--- src/rtl/l2_page_walker.sv ---
module l2_page_walker #(
  parameter int DOM_W = 4
) (
  input  logic             clk,
  input  logic             rst_n,
  input  logic             start,
  input  logic [31:0]      vaddr,
  input  logic [31:0]      l1_desc,
  input  logic             coarse,
  input  logic [DOM_W-1:0] domain,
  output logic             rd_req_valid,
  input  logic             rd_req_ready,
  output logic [31:0]      rd_addr,
  input  logic             rd_resp_valid,
  input  logic [31:0]      rd_resp_data,
  output logic             done,
  output logic             fault,
  output logic [DOM_W+3:0] fault_status,
  output logic [31:0]      paddr,
  output logic [1:0]       perm
);

  localparam logic [3:0] CODE_XLATE = 4'h7;
  localparam logic [3:0] CODE_OK    = 4'hF;

  typedef enum logic [1:0] {S_IDLE, S_FETCH, S_DONE} st_t;

  st_t              state;
  logic             req_sent;
  logic [31:0]      va_q;
  logic [21:0]      base_q;
  logic             coarse_q;
  logic [DOM_W-1:0] dom_q;

  logic             take_start;
  logic             take_resp;
  logic             dec_fault;
  logic [31:0]      dec_paddr;
  logic [1:0]       dec_perm;
  logic [1:0]       sub_perm;

  assign take_start   = (state == S_IDLE) && start;
  assign take_resp    = (state == S_FETCH) && req_sent && rd_resp_valid;
  assign rd_req_valid = (state == S_FETCH) && !req_sent;
  assign rd_addr      = {base_q, va_q[19:12], 2'b00};
  assign done         = (state == S_DONE);

  always_comb begin
    case (va_q[15:14])
      2'd0:    sub_perm = rd_resp_data[5:4];
      2'd1:    sub_perm = rd_resp_data[7:6];
      2'd2:    sub_perm = rd_resp_data[9:8];
      default: sub_perm = rd_resp_data[11:10];
    endcase
  end

  always_comb begin
    dec_fault = 1'b0;
    dec_paddr = '0;
    dec_perm  = '0;
    case (rd_resp_data[1:0])
      2'b00: dec_fault = 1'b1;
      2'b01: begin
        dec_paddr = {rd_resp_data[31:16], va_q[15:0]};
        dec_perm  = sub_perm;
      end
      2'b10: begin
        dec_paddr = {rd_resp_data[31:12], va_q[11:0]};
        dec_perm  = sub_perm;
      end
      default: begin
        if (coarse_q) begin
          dec_fault = 1'b1;
        end else begin
          dec_paddr = {rd_resp_data[31:10], va_q[9:0]};
          dec_perm  = rd_resp_data[5:4];
        end
      end
    endcase
  end

  always_ff @(posedge clk) begin
    if (!rst_n) begin
      state    <= S_IDLE;
      req_sent <= 1'b0;
      va_q     <= '0;
      base_q   <= '0;
      coarse_q <= 1'b0;
      dom_q    <= '0;
    end else begin
      case (state)
        S_IDLE: if (take_start) begin
          state    <= S_FETCH;
          req_sent <= 1'b0;
          va_q     <= vaddr;
          base_q   <= l1_desc[31:10];
          coarse_q <= coarse;
          dom_q    <= domain;
        end
        S_FETCH: begin
          if (rd_req_valid && rd_req_ready) req_sent <= 1'b1;
          if (take_resp) state <= S_DONE;
        end
        default: state <= S_IDLE;
      endcase
    end
  end

  always_ff @(posedge clk) begin
    if (!rst_n) begin
      fault        <= 1'b0;
      fault_status <= '0;
      paddr        <= '0;
      perm         <= '0;
    end else if (take_resp) begin
      fault        <= dec_fault;
      fault_status <= {dom_q, dec_fault ? CODE_XLATE : CODE_OK};
      paddr        <= dec_paddr;
      perm         <= dec_perm;
    end
  end

  p_req_hold_r1: assert property (@(posedge clk) disable iff (!rst_n)
    rd_req_valid && !rd_req_ready |=> rd_req_valid && $stable(rd_addr));

  p_req_drop_r1: assert property (@(posedge clk) disable iff (!rst_n)
    rd_req_valid && rd_req_ready |=> !rd_req_valid);

  p_fault_code_r2: assert property (@(posedge clk) disable iff (!rst_n)
    done && fault |-> fault_status[3:0] == CODE_XLATE && paddr == '0 && perm == '0);

  p_ok_code_r7: assert property (@(posedge clk) disable iff (!rst_n)
    done && !fault |-> fault_status[3:0] == CODE_OK);

  p_done_pulse_r8: assert property (@(posedge clk) disable iff (!rst_n)
    done |=> !done);

  p_busy_ignore_r9: assert property (@(posedge clk) disable iff (!rst_n)
    (state == S_FETCH) |=> $stable(rd_addr));

  p_hold_r10: assert property (@(posedge clk) disable iff (!rst_n)
    !take_resp |=> $stable(paddr) && $stable(perm) && $stable(fault_status) && $stable(fault));

endmodule

--- config.mk ---
export PLATFORM = sky130hd
export DESIGN_NAME = l2_page_walker
export DESIGN_NICKNAME = d
export VERILOG_FILES = /design/src/rtl/l2_page_walker.sv
export SDC_FILE = /design/constraint.sdc
export NUM_CORES = 1
export LEC_CHECK = 0
export CORE_MARGIN = 2
export CORE_UTILIZATION = 60
export DETAILED_ROUTE_END_ITERATION = 8
export DONT_BUFFER_PORTS = 1
export MAX_ROUTING_LAYER = met4
export PLACE_DENSITY = 0.85
export SYNTH_ARGS = -nofsm -noshare
export SYNTH_HDL_FRONTEND = slang
export SYNTH_SLANG_ARGS = --single-unit
export TNS_END_PERCENT = 20
--- constraint.sdc ---
create_clock -name clk -period 1.5 [get_ports clk]
set_input_delay 0.15 -clock clk [delete_from_list [all_inputs] [get_ports clk]]
set_output_delay 0.15 -clock clk [all_outputs]
set_load 0.005 [all_outputs]
==> run metrics <==
outcome finished, violations left; failing checks negative hold slack; CP Class flip-flop to flip-flop; top cells by count, synth nand2_1, dfxtp_1, a21boi_1; Tmin final 1.42 ns; Combinational Power Share 0.096; clk sink count 91; GRT overflow 0; hold depth 1; Starting DRT DRC Count 207; Slew Limit Fails 0; routed vias 3283; GRT Overall Usage 0.278; nets@finish 583; die span in y 84.1 µm; final hold violation count 85; crit share post-route 0.946; clock-pin slew on the worst setup and hold paths 0.09 ns; PortBufs 0; Routed Antenna Nets 0; peak supply drop 0.00117 V; cell with the most instances after synthesis nand2_1; TritonRoute pass-1 iters 5; H-tree depth 3; dominant cell type by area after synthesis dfxtp_1; hold slack -0.0794 ns; top cell type's share of synthesized area 0.473; cell area after layout 0.00456 mm²; EDFF count, synth 0; hold crit path type primary input to flip-flop; Worst setup EP type flip-flop; total core area 0.00628 mm²; Int Power 0.00369 W; DR WL/cell 17.6 µm; Ys Warns 0; syn avg cell area 8.80 µm²; Seq/Total Area, Yosys 0.473; power share of the sequential group 0.531; switching share of total power 0.237; non-filler cells, final 555; R2R setup slack 0.08 ns; via count of the first global-routing pass 3228; worst-case reg-to-reg path depth 5; largest net degree at the start of global routing 92; DR DRC count 0; Final Setup Violations 0; fill cell count 484; initial antenna violation count 0; HPWL Detailed 5840 µm; gpl congestion 0.755; Critical Path RT 1.79 ns; final wirelength 9770 µm; first-pass GRT wire length 15200 µm; Placed Area 0.00379 mm²; clock share of power 0.372; final core occ 0.727; Die Wd 84.1 µm; Netlist cell types 35; Starting Density 0.613; ANT cells 0; Post-Route Skew 0.00621 ns; Async SR Flop Fraction 0; synthesis-stage register bit count 91; critical path fanouts, max 7; CTS buffer count 9; Worst-Skew Late Latency 0.35 ns; area grow syn2layout 18.6%; Cells after Synth 437; CP Launch Type flip-flop; Post-Syn Area 0.00385 mm²; die area 0.00707 mm²; fmax 0.704 GHz; max cap viols 0; Switch Pwr 0.00115 W; I/O pin count 183; TritonCTS clock tree done; leak pwr 1.72 nW; ys flop type dfxtp_1; Max Root-Sink Buffers 2; WP data arrival 1.71 ns; largest cells by area after synthesis dfxtp_1, nand2_1, a21boi_1; RSZ-0062 raised after global routing true; Placed Cells 484; share of layout cells above drive strength 1 0.0816; row count 29; DR vias/cell 5.92; clock root buffer clkbuf_8; power density over the cells 1060 mW/mm²
[per-layer routing]
layer	vias up	GRT usage	part of all wire
li1	1550	-	-
met1	1566	0.298	0.38
met2	140	0.487	0.52
met3	27	0.0633	0.070
met4	0	0.122	0.030
met5	-	-	0
[cells in the final DEF (no fill, tap or decap), types with 4 or more instances in the layout]
cell type and instances:
clkbuf_8 9, dlygate4sd3_1 55, dfxtp_1 90, nand4_1 26
o21ai_0 11, mux2_2 4, ha_1 4, nor2b_1 4
nand2_1 132, a21oi_1 4, buf_4 13, a21boi_0 18
a21boi_1 61
[power groups by stage]
stage	registers [W]	logic (W)	clock network [W]
5_1_grt	0.00258	0.000511	0.00191
3_5_place_dp	0.00262	0.000338	0
2_1_floorplan	0.00261	0.000325	0
4_1_cts	0.00257	0.000450	0.00183
3_3_place_gp	0.00262	0.000321	0
6_report	0.00257	0.000466	0.00180
[cell type report]
type                    instances  area [µm²]  share of cell area
clock inverters                 7        92.6              0.0203
inverters                       3        11.3             0.00247
flip-flops and latches         91        1820               0.399
clock buffers                   9         124              0.0271
well taps                      77        96.3              0.0211
multi-input cells             297        1710               0.374
repair buffers                 71         708               0.155
[final timing paths]
| check | start | endpoint |
|---|---|---|
| min | rst_n | state[1] |
| min reg2reg | va_q[10] | va_q[10] |
| max | state[0] | state[0] |
| max reg2reg | state[0] | state[0] |
[critical path, cell delays in order, from the launching register on]
cell	delay, ns
dfxtp_1	0.34
buf_4	0.17
nand3_1	0.07
o21ai_0	0.07
nor3b_1	0.16
dlygate4sd3_1	0.56
[logic make-up (layout without fill, tap and decap cells)]
kind of cell               after synthesis  count (layout)  synth area share
adders and majority gates                4               4            0.0130
other                                    1               2          0.000975
AOI/OAI and AO/OA                      110             110             0.207
DFF                                     91              91             0.473
and+or+nand+nor                        177             177             0.207
muxes                                    4               4            0.0117
buffers and inverters                   50              90            0.0859
[through the flow]
step,setup TNS [ns],setup slack (ns),total power [W]
global placement,0,0.154,0.00294
detailed placement,0,0.0865,0.00296
CTS,0,0.0593,0.00484
floorplan,0,0.189,0.00293
finish,0,0.0804,0.00484
global route,-0.0264,-0.0207,0.00501
[flip-flops by register name, summed over array words and instances, names as in the netlist]
signal	cells
coarse_q	1
fault_status	6
req_sent	1
state	2
dom_q	4
base_q	22
paddr	32
va_q	20
fault	1
perm	2
[what timing repair did]
item | CTS | global route
setup endpoints to repair | 0 | 15
resized for setup | 0 | 2
hold buffers | 53 | 2
hold endpoints to repair | 91 | 89
buffers inserted | 0 | 0
(Power assumes the default switching activity.)
